<file path="config.mk">
export PLATFORM = sky130hd
export DESIGN_NAME = sdr_timing_guard
export DESIGN_NICKNAME = d
export VERILOG_FILES = /design/src/rtl/sdr_tg_pkg.sv /design/src/rtl/sdr_tg_regfile.sv /design/src/rtl/sdr_tg_window.sv /design/src/rtl/sdr_tg_tracker.sv /design/src/rtl/sdr_timing_guard.sv
export SDC_FILE = /design/constraint.sdc
export NUM_CORES = 1
export LEC_CHECK = 0
export BUFFER_PORTS_ARGS = -buffer_cell sky130_fd_sc_hd__buf_4
export CORE_AREA = 2 2 54 56
export CTS_CLUSTER_SIZE = 40
export DETAILED_ROUTE_END_ITERATION = 12
export DIE_AREA = 0 0 56 58
export HOLD_SLACK_MARGIN = 0.1
export PLACE_DENSITY = 0.72
export SLEW_MARGIN = 20
export SYNTH_ARGS = -nofsm -noshare
export SYNTH_HDL_FRONTEND = slang
export SYNTH_SLANG_ARGS = --single-unit
</file>
<file path="constraint.sdc">
create_clock -name clk -period 2.35 [get_ports clk]
set_input_delay 0.235 -clock clk [delete_from_list [all_inputs] [get_ports clk]]
set_output_delay 0.235 -clock clk [all_outputs]
set_load 0.05 [all_outputs]
</file>
<file path="src/rtl/sdr_tg_pkg.sv">
package sdr_tg_pkg;

    localparam int REG_W   = 16;
    localparam int KEEP_W  = 10;
    localparam int MAX_CNT = 7;
    localparam int CNT_W   = $clog2(MAX_CNT + 1);

    typedef logic [CNT_W-1:0] cnt_t;

    typedef enum logic [1:0] {
        OP_NONE  = 2'b00,
        OP_OPEN  = 2'b01,
        OP_RW    = 2'b10,
        OP_CLOSE = 2'b11
    } op_e;

    typedef struct packed {
        cnt_t ras;   // open to close
        cnt_t rc;    // open to open
        cnt_t rp;    // close to open
        cnt_t rcd;   // open to access
        logic bad;   // some field unsupported
    } timing_t;

    function automatic timing_t decode(input logic [KEEP_W-1:0] w);
        timing_t t;
        logic b_ras, b_rc, b_rp, b_rcd;
        b_ras = w[7:6] != 2'b00 && w[7:6] != 2'b01;
        b_rc  = w[5:4] != 2'b00 && w[5:4] != 2'b01;
        b_rp  = w[3:2] != 2'b00 && w[3:2] != 2'b10;
        b_rcd = w[1:0] != 2'b00 && w[1:0] != 2'b01;
        t.ras = (w[7:6] == 2'b00) ? cnt_t'(3) : cnt_t'(5);
        t.rc  = (w[5:4] == 2'b00) ? cnt_t'(4) : cnt_t'(7);
        t.rp  = (w[3:2] == 2'b00) ? cnt_t'(1) : cnt_t'(3);
        t.rcd = (w[1:0] == 2'b00) ? cnt_t'(1) : cnt_t'(2);
        t.bad = b_ras | b_rc | b_rp | b_rcd;
        return t;
    endfunction

endpackage

</file>
<file path="src/rtl/sdr_tg_regfile.sv">
module sdr_tg_regfile
    import sdr_tg_pkg::*;
(
    input  logic             clk,
    input  logic             rst,
    input  logic             cfg_sel,
    input  logic             cfg_we,
    input  logic [REG_W-1:0] cfg_wdata,
    output logic [REG_W-1:0] cfg_rdata,
    output logic             cfg_err,
    output logic             key_ok,
    output timing_t          tim
);

    logic [KEEP_W-1:0] word_q;

    always_ff @(posedge clk) begin
        if (rst)
            word_q <= '0;
        else if (cfg_sel && cfg_we)
            word_q <= cfg_wdata[KEEP_W-1:0];
    end

    always_comb begin
        tim       = decode(word_q);
        key_ok    = word_q[9:8] == 2'b01;
        cfg_err   = tim.bad | ~key_ok;
        cfg_rdata = {{(REG_W-KEEP_W){1'b0}}, word_q};
    end


    wr_readback_chk: assert property (@(posedge clk) disable iff (rst)
        (cfg_sel && cfg_we) |=> (cfg_rdata[KEEP_W-1:0] == $past(cfg_wdata[KEEP_W-1:0])));


    rd_upper_zero_chk: assert property (@(posedge clk) disable iff (rst)
        (cfg_sel && cfg_we) |=> (cfg_rdata[REG_W-1:KEEP_W] == '0));

endmodule

</file>
<file path="src/rtl/sdr_tg_window.sv">
module sdr_tg_window
    import sdr_tg_pkg::*;
(
    input  logic clk,
    input  logic rst,
    input  logic load,
    input  cnt_t len,
    output logic done
);

    cnt_t cnt_q;

    always_ff @(posedge clk) begin
        if (rst)
            cnt_q <= '0;
        else if (load)
            cnt_q <= len - cnt_t'(1);
        else if (cnt_q != '0)
            cnt_q <= cnt_q - cnt_t'(1);
    end

    assign done = cnt_q == '0;


    no_reload_chk: assert property (@(posedge clk) disable iff (rst)
        (!load && !done) |=> (cnt_q == $past(cnt_q) - cnt_t'(1)));

endmodule

</file>
<file path="src/rtl/sdr_tg_tracker.sv">
module sdr_tg_tracker
    import sdr_tg_pkg::*;
(
    input  logic    clk,
    input  logic    rst,
    input  logic    key_ok,
    input  timing_t tim,
    input  op_e     op,
    output logic    gnt,
    output logic    row_open
);

    logic open_q;
    logic ras_done, rc_done, rp_done, rcd_done;
    logic g_open, g_rw, g_close;

    sdr_tg_window u_ras (.clk(clk), .rst(rst), .load(g_open),  .len(tim.ras), .done(ras_done));
    sdr_tg_window u_rc  (.clk(clk), .rst(rst), .load(g_open),  .len(tim.rc),  .done(rc_done));
    sdr_tg_window u_rcd (.clk(clk), .rst(rst), .load(g_open),  .len(tim.rcd), .done(rcd_done));
    sdr_tg_window u_rp  (.clk(clk), .rst(rst), .load(g_close), .len(tim.rp),  .done(rp_done));

    always_comb begin
        g_open  = key_ok && op == OP_OPEN  && !open_q && rc_done && rp_done;
        g_rw    = key_ok && op == OP_RW    &&  open_q && rcd_done;
        g_close = key_ok && op == OP_CLOSE &&  open_q && ras_done;
        gnt     = g_open | g_rw | g_close;
    end

    always_ff @(posedge clk) begin
        if (rst)
            open_q <= 1'b0;
        else if (g_open)
            open_q <= 1'b1;
        else if (g_close)
            open_q <= 1'b0;
    end

    assign row_open = open_q;


    key_gate_chk: assert property (@(posedge clk) disable iff (rst)
        gnt |-> key_ok);


    close_needs_row_chk: assert property (@(posedge clk) disable iff (rst)
        (gnt && op == OP_CLOSE) |-> row_open);


    rw_needs_row_chk: assert property (@(posedge clk) disable iff (rst)
        (gnt && op == OP_RW) |-> row_open);


    open_needs_idle_chk: assert property (@(posedge clk) disable iff (rst)
        (gnt && op == OP_OPEN) |-> !row_open);


    row_follows_open_chk: assert property (@(posedge clk) disable iff (rst)
        (!row_open && !(gnt && op == OP_OPEN)) |=> !row_open);

endmodule

</file>
<file path="src/rtl/sdr_timing_guard.sv">
module sdr_timing_guard
    import sdr_tg_pkg::*;
(
    input  logic        clk,
    input  logic        rst,
    input  logic        cfg_sel,
    input  logic        cfg_we,
    input  logic [15:0] cfg_wdata,
    output logic [15:0] cfg_rdata,
    output logic        cfg_err,
    input  logic [1:0]  cmd_op,
    output logic        cmd_gnt,
    output logic        row_open
);

    timing_t tim;
    logic    key_ok;

    sdr_tg_regfile u_regs (
        .clk(clk), .rst(rst),
        .cfg_sel(cfg_sel), .cfg_we(cfg_we), .cfg_wdata(cfg_wdata),
        .cfg_rdata(cfg_rdata), .cfg_err(cfg_err),
        .key_ok(key_ok), .tim(tim)
    );

    sdr_tg_tracker u_trk (
        .clk(clk), .rst(rst),
        .key_ok(key_ok), .tim(tim), .op(op_e'(cmd_op)),
        .gnt(cmd_gnt), .row_open(row_open)
    );

endmodule

</file>
### Yosys cells after proc, flatten, opt, wreduce, memory -nomap -nowiden

Cells that the tools add are included.

* bits of input ports: 22
* register bits after elaboration: 23
* output and inout port bits: 19
* logic and storage cells: 80

* mux-type cells: 14
* bitwise logic cells: 7
* $add $sub $neg: 8
* equal/unequal tests: 8
* reduce and logical (&&, ||, !) cells: 37

Operators with widths (count)
* $mux 3: 9
* $reduce_bool 2->1: 9
* $sub 3x1->3 const B: 6
* $logic_and 1x1->1: 15
* $logic_not 3->1: 4
* $reduce_bool 3->1: 4
* $logic_not 2->1: 4
* $mux 2: 3
* $ne 2x1->1 const B: 3
* $or 1x1->1: 6
* $sub 2x1->3 const B: 2
* $eq 2x1->1 const B: 2
* $eq 2x2->1 const B: 2
* $mux 1: 2
* $ne 2x2->1 const B: 1
* $logic_not 1->1: 1
* $not 1->1: 1

### Depth between registers and ports, before layout

Gate-level depths: netlist of the first run.

* depth after elaboration: 7
* gate-level depth with buffers: 8
* gate-level depth less buffers: 7

### Modules after synthesis

From an unflattened synthesis of the first run, not the netlist that was laid out.

* cell total of the unflattened synthesis: 141
* area total of the unflattened synthesis: 1341.3 um^2

Modules (own cells, without submodules)
* sdr_tg_window: sequential area each 60.1 um^2, instances 4, cells each 15, area each 163.9 um^2
* sdr_tg_regfile: sequential area each 200.2 um^2, instances 1, cells each 68, area each 575.6 um^2
* sdr_tg_tracker: sequential area each 20.0 um^2, instances 1, cells each 13, area each 110.1 um^2

### Worst setup path after synthesis of the first run

No wires, ideal clock.

* path kind: register to register
* start point: register u_regs.word_q[8]
* end point: register u_trk.u_rc.cnt_q[1]
* arrival: 2505 ps
* path slack: -233 ps
* library setup time: 78 ps
* path buffers: 1
* cell stages (with the launch flop): 8
* period minus slack after synthesis: 2583 ps
* cell sequence: dfxtp_1 > or4b_4 > or3_1 > buf_2 > or3_4 > o21ai_0 > ha_1 > nor3_1

* word-level cells in the longest chain between the ends: 6
* elaborated cells on any way between the ends: 7

RTL lines
* from (decl): line sdr_tg_regfile.sv:15 `logic [KEEP_W-1:0] word_q;`
* from (signal assigned): line sdr_tg_regfile.sv:21 `word_q <= cfg_wdata[KEEP_W-1:0];`
* $eq 2x1->1 *: line sdr_tg_regfile.sv:26 `key_ok = word_q[9:8] == 2'b01;`
* $logic_and 1x1->1 * (4 in a row): line sdr_tg_tracker.sv:23 `g_open = key_ok && op == OP_OPEN && !open_q && rc_done && rp_done;`
* $mux 3 / $reduce_bool 2->1 (equally long branches)
* to (signal assigned): line sdr_tg_window.sv:17 `cnt_q <= len - cnt_t'(1);`
* to (signal assigned): line sdr_tg_window.sv:19 `cnt_q <= cnt_q - cnt_t'(1);`
* to (decl): line sdr_tg_window.sv:11 `cnt_t cnt_q;`

Mark *: on every way between the ends. The rest lies on a longest branch, timed or not.
A chain may end at the register's enable or synchronous reset.

### Final worst setup path of the first run

* start point: register u_regs.word_q[9]
* end point: output cmd_gnt

* word-level cells in the longest chain between the ends: 7
* elaborated cells on any way between the ends: 13

RTL lines
* $eq 2x1->1 *: line sdr_tg_regfile.sv:26
* $logic_and 1x1->1 (4 in a row): line sdr_tg_tracker.sv:23
* $or 1x1->1: line sdr_tg_tracker.sv:26 `gnt = g_open | g_rw | g_close;`
* $or 1x1->1 *: line sdr_tg_tracker.sv:26
* to (decl): line sdr_timing_guard.sv:12 `output logic cmd_gnt,`

Marks and branches as above.

==> metrics, run 1 <==
status=finished, final reports clean; ys flop type=dfxtp_1; CTS tree=built; Post-synth top cells=23 x dfxtp_1, 23 x nand2_1, 16 x a21oi_1; Placed Instance Area=approximately 1300 sq um; Max stage delay on crit path=540 ps; Starting Density=41.2%; slowest CP cell=or4b_4; Worst-path clk slew=120 ps; Hold Crit Start=cfg_wdata[8]; MaxCap Viol Count=0; Synth area leaders=dfxtp_1 42%, nand2_1 7.9%, a21oi_1 7.3%, ha_1 4.6%, nor2_1 4.5%; drt first-iter violations=12; wire length per cell=13.0 um; FP Rows=19; Worst-Skew Late Latency=320 ps; CP Launch Point=u_regs.word_q[9]; area of the multi-input gates=606 sq um; cts hold-fix bufs=0; drt first pass iters=6; reg2reg path depth=6; chip height=58 um; kind of critical path=reg -> out; Tcrit/Tclk final=a little under 100%; WL final=2550 um; most frequent CP cell=buf_6; Total GRT Usage=~17%; Hold Crit Class=in -> reg; fin area=1400 sq um; Overflow after GRT=0; startpoint types=flop; detailed placement HPWL=1920 um; synthesized area per cell=approximately 8.1 sq um; die width=56 um; fin. max-slew vios=0; endpoints failing setup=0; RSZ-0062 raised after global routing=yes; Max Freq=0.439 GHz; Port Buf Inserts=28; synthesized flop and latch total=23; io pins=41; CTS H-Tree Depth=1; Fill cells=269; number of synthesized flops with an enable pin=0; post-layout min period=2280 ps; ys async rst share=0%; Post-route DRC=0; mapped cell area=1100 sq um; CTS root buffer=clkbuf_4; vias in the first global route=1037; Synth Instances=135; R2R Setup Slk=80 ps; CP endpoint=cmd_gnt; CTS Buf Count=3; Hold Vio Cnt, Final=0; Placed Instances=192; FF-to-FF Start=u_regs.word_q[9]; Seq/Total Area, Yosys=42.0%; Leak=0.583 nW; vias post-DR=1062; core footprint=2660 sq um; post-route ant nets=0; P&R area growth vs syn=27.7%; worst-path fanout max=5; vias per inst=5.42; Yosys top cell by area=dfxtp_1; CP Data Required Time=between 2000 and 2500 ps; largest net degree at the start of global routing=26; global-route wire length before repair=approximately 4500 um; initial antenna violation count=0; PwrDens=915 nW/um^2; Clock Path Buffers=2; CTS Sinks=23; Max VDD drop=0.671 mV; Cell Count, Final, Fillers Out=between 150 and 200; sequential cell area=470 sq um; Arr. time, crit path=2040 ps; yosys warns=0; worst clock skew=5.95 ps; share of layout cells above drive strength 1=30.3%; GP Congestion=0.817; Hold WS=around 150 ps; die area=3250 sq um; reg2reg end=u_trk.u_rc.cnt_q[1]; number of unique standard cell types used by synthesis=29; nets=around 190; CP Capture Type=output port; ant diodes=0; crit-path cells=or4b_4 -> or3_4 -> buf_6 -> nand3_1 -> buf_6; top cell type's share of synthesized area=42.0%
[layout make-up]
class	count	area share (%)
Clock buffer	4	1.88
Inverter	1	0.268
Multi-Input combinational cell	104	43.3
Sequential cell	23	33.6
Tap cell	31	2.77
Timing Repair Buffer	33	18.2
[metrics by stage]
stage | TNS, ps | setup slack, ps | power [mW] | utilization [%]
3_3_place_gp | 0 | 57.8 | 1.03 | 50.3
2_1_floorplan | 0 | 4.40 | 0.932 | -
5_1_grt | -42.9 | -34.9 | 1.39 | 52.6
3_5_place_dp | -8.12 | -8.12 | 1.07 | 50.3
4_1_cts | 0 | 21.4 | 1.26 | 51.7
6_report | 0 | 71.9 | 1.28 | 52.6
[flip-flops by register name (all words and copies together), names as in the netlist]
name	count
u_trk.row_open	1
u_trk.u_rc.cnt_q	3
u_regs.word_q	10
u_trk.u_rcd.cnt_q	3
u_trk.u_ras.cnt_q	3
u_trk.u_rp.cnt_q	3
[report_power, final]
group / total, mW / internal (mW) / switching (mW) / leakage (nW)
sequential: 0.569 / 0.479 / 0.0901 / 0.190
clock: 0.188 / 0.0664 / 0.122 / 0.0150
combinational: 0.524 / 0.246 / 0.278 / 0.378
total: 1.28 / 0.792 / 0.489 / 0.583
[routing by layer]
| metal | up-vias | share of wire (%) | GRT usage (%) |
|---|---|---|---|
| met5 | - | 0 | 0 |
| met4 | 0 | 1.9 | 7.48 |
| met3 | 7 | 6.1 | 4.91 |
| met2 | 38 | 48 | 27.6 |
| met1 | 486 | 44 | 22.1 |
| li1 | 531 | - | - |
[placed cells by master (no fill, tap or decap), types with 2 or more instances in the layout]
master and n:
nand3b_1 2, o21bai_1 3, o21ai_2 2, nor3_2 2, buf_4 31, nor4_1 5
or3_1 3, dfxtp_2 2, buf_6 2, nor2_1 13, nor3_1 3, conb_1 6
nand3_1 2, or3_4 2, ha_1 3, clkbuf_4 3, dfxtp_4 2, dfxtp_1 19
nand2_1 23, a211oi_1 2, o21ai_0 4, a21oi_1 16, nor4b_1 3
[critical path: cells and delay by family, from the launching register on]
| kind | cells | cell delay, ps |
|---|---|---|
| simple gates | 3 | 1060 |
| flops | 1 | 360 |
| buf+inv | 2 | 310 |
[how the worst min path moves through the flow]
stage                      endpoint  slack, ps  cells after the start
3_5_place_dp   u_trk.u_ras.cnt_q[0]        450                      1
4_1_cts            u_regs.word_q[8]        140                      3
5_1_grt            u_regs.word_q[9]        130                      3
6_report           u_regs.word_q[8]        150                      3
2_1_floorplan      u_regs.word_q[8]        360                      2
3_3_place_gp   u_trk.u_ras.cnt_q[0]        440                      1
[logic make-up after synthesis]
group	synth area share (%)
buffers and inverters	6.73
other	0.342
adders and majority gates	4.57
DFF	42.0
AOI/OAI and AO/OA	16.7
and+or+nand+nor	29.7
[repair_timing]
action	in CTS	in global routing
setup buffers	0	0
cloned	0	0
gates resized for setup	2	9
endpoints found under the setup margin	2	5
pin swaps	0	1
No activity file was read; power rests on OpenSTA's default activity.
==> inputs of run 2 (changes only) <==
BUFFER_PORTS_ARGS = -buffer_cell sky130_fd_sc_hd__buf_2   (was -buffer_cell sky130_fd_sc_hd__buf_4)
CORE_AREA = 2 2 49 62   (was 2 2 54 56)
DIE_AREA = 0 0 51 64   (was 0 0 56 58)
GPL_TIMING_DRIVEN = 0   (was not set)
PLACE_DENSITY = 0.71   (was 0.72)
==> run 2 against run 1 <==
The run now ends with setup timing left; sequential share of layout area fell by 1.2 points; hold slack got worse by 3.3 ps; maximum frequency down 3.8%; flip-flop and latch count unchanged; via count increased by 4.0%; largest power group is now combinational logic; clock skew is 4.0 ps lower; utilization up 2.4 points; clock power is 4% lower; final cell count is 6.6% higher.
==> metrics, run 2 (synthesis gave the netlist of run 1 again) <==
status=finished, violations left (was finished, final reports clean); violated checks=setup timing; kind of critical path=reg -> reg (was reg -> out); CP Data Required Time=2530 ps (was 2120 ps); Fill cells=265 (was 269); Max stage delay on crit path=550 ps (was 540 ps); Post-route DRC=0 (unchanged); Hold Crit Class=in -> reg (unchanged); MaxCap Viol Count=0 (unchanged); most common cell after layout, fill and taps aside=buf_2 (was buf_4); post-layout min period=2370 ps (was 2280 ps); cts hold-fix bufs=0 (unchanged); setup tns final=-18.5 ps (was 0 ps); worst-path fanout max=8 (was 5); Worst path depth=7 (was 5); drt first pass iters=4 (was 6); wire length per cell=13.2 um (was 13.0 um); max FFs per register=10 (unchanged); vias in the first global route=1082 (was 1037); Max VDD drop=0.493 mV (was 0.671 mV); startpoint types=flop (unchanged); Clock Path Buffers=2 (unchanged); CTS Sinks=23 (unchanged); Hold Vio Cnt, Final=0 (unchanged); most frequent CP cell=or3_4 (was buf_6); Placed Instance Area=1300 sq um (was 1340 sq um); global-route wire length before repair=4730 um (was 4520 um); CTS tree=built (unchanged); Least-Margin Pin Slew=551 ps; Tcrit/Tclk final=101% (was 96.9%); share of layout cells above drive strength 1=36.6% (was 30.3%); nets=202 (was 192); Core Util, Final=55.0% (was 52.6%); hold path cells=3 (unchanged); chip height=64 um (was 58 um); Slew HR=63.3%; reg2reg path depth=7 (was 6); Max Freq=0.422 GHz (was 0.439 GHz); PwrDens=918 nW/um^2 (was 915 nW/um^2); WL final=2750 um (was 2550 um); crit-path cells=or4b_4 -> or3_4 -> or3_4 -> o21ai_2 -> ha_4 -> o21bai_1 -> a21oi_1 (was or4b_4 -> or3_4 -> buf_6 -> nand3_1 -> buf_6); die width=51 um (was 56 um); CP delay by family, top=simple AND/OR/NAND/NOR gates (unchanged); P&R area growth vs syn=33.1% (was 27.7%); PnR Total Power=1.34 mW (was 1.28 mW); Hold WS=144 ps (was 147 ps); slowest CP cell=or4b_4 (unchanged); vias post-DR=1104 (was 1062); Placed Instances=201 (was 192); detailed placement HPWL=1990 um (was 1920 um); Worst-Skew Late Latency=310 ps (was 320 ps); fin area=1460 sq um (was 1400 sq um); vias per inst=5.28 (was 5.42); RSZ-0062 raised after global routing=yes (unchanged); worst slack, placed=-152 ps (was -8.12 ps); largest net degree at the start of global routing=13 (was 26); fin. max-slew vios=0 (unchanged); Worst Path Buf+Inv=0 (was 2); Arr. time, crit path=2550 ps (was 2040 ps); Biggest register=u_regs.word_q (unchanged); Port Buf Inserts=27 (was 28); CTS Buf Count=3 (unchanged); CTS H-Tree Depth=1 (unchanged); drt first-iter violations=24 (was 12); FP Rows=21 (was 19); core footprint=2650 sq um (was 2660 sq um); initial antenna violation count=0 (unchanged); CP Capture Type=flop (was output port); Worst-path clk slew=120 ps (about the same); endpoints failing setup=1 (was 0); Cell Count, Final, Fillers Out=209 (was 196); Starting Density=41.3% (was 41.2%); ant diodes=0 (unchanged); io pins=41 (unchanged); Overflow after GRT=0 (unchanged); worst clock skew=1.90 ps (was 5.95 ps); final setup margin=-18.5 ps (was 71.9 ps); die area=3260 sq um (was 3250 sq um); CTS root buffer=clkbuf_4 (unchanged); post-route ant nets=0 (unchanged); Total GRT Usage=18.7% (was 17.3%); GP Congestion=0.774 (was 0.817); most frequent cells in the layout=27 x buf_2, 23 x nand2_1, 17 x dfxtp_1, 16 x a21oi_1, 13 x nor2_1 (was 31 x buf_4, 23 x nand2_1, 19 x dfxtp_1, 16 x a21oi_1, 13 x nor2_1); Leak=0.618 nW (was 0.583 nW)
==> run 2: changes by cell type in the layout (fill, tap and decap cells not counted), moves of 3 or more <==
| cell | change |
|---|---|
| buf_2 | +27 |
| buf_4 | -20 |
| clkbuf_1 | +4 |
| nor4b_1 | -3 |
==> run 2: where the power goes <==
group          internal (mW)  total (mW)  switching, mW
Combinational          0.267       0.588          0.320
Clock                 0.0664       0.180          0.114
Sequential             0.482       0.572         0.0896
Total                  0.816        1.34          0.524
==> run 2: layer usage <==
| layer | GRT usage, % | vias to the layer above | wire (um) |
|---|---|---|---|
| met5 | 0 | - | 0 |
| met4 | 9.46 | 0 | 56 |
| met3 | 4.67 | 7 | 126 |
| met2 | 30.2 | 32 | 1380 |
| met1 | 22.5 | 514 | 1190 |
| li1 | - | 551 | - |
==> run 2: final timing paths <==
kind	startpoint	to	slack (ps)
setup / recovery	u_trk.u_rp.cnt_q[0]	u_trk.u_rc.cnt_q[2]	-20
hold / removal	cfg_wdata[9]	u_regs.word_q[9]	140
setup reg to reg	u_trk.u_rp.cnt_q[0]	u_trk.u_rc.cnt_q[2]	-20
hold reg to reg	u_trk.u_rp.cnt_q[0]	u_trk.u_rp.cnt_q[0]	440
==> run 2: timing repair <==
action / CTS / global route
resized for setup: 13 / 12
pin swaps: 2 / 5
setup endpoints to repair: 5 / 5
setup buffers: 2 / 3
==> run 2: cell type report <==
cell class	count	area [sq um]	area share [%]
Buffer	11	71.3	4.89
Multi-Input combinational cell	104	669	45.9
Clock buffer	4	26.3	1.80
Timing Repair Buffer	32	173	11.8
Sequential cell	23	473	32.4
Tap cell	34	42.5	2.92
Inverter	1	3.75	0.257
==> run 2: worst register-to-register path, stage by stage, from the launching register on <==
cell and delay, ps:
dfxtp_2 350, or4b_4 550, or3_4 470, or3_4 440, o21ai_2 100, ha_4 150
o21bai_1 100, a21oi_1 80
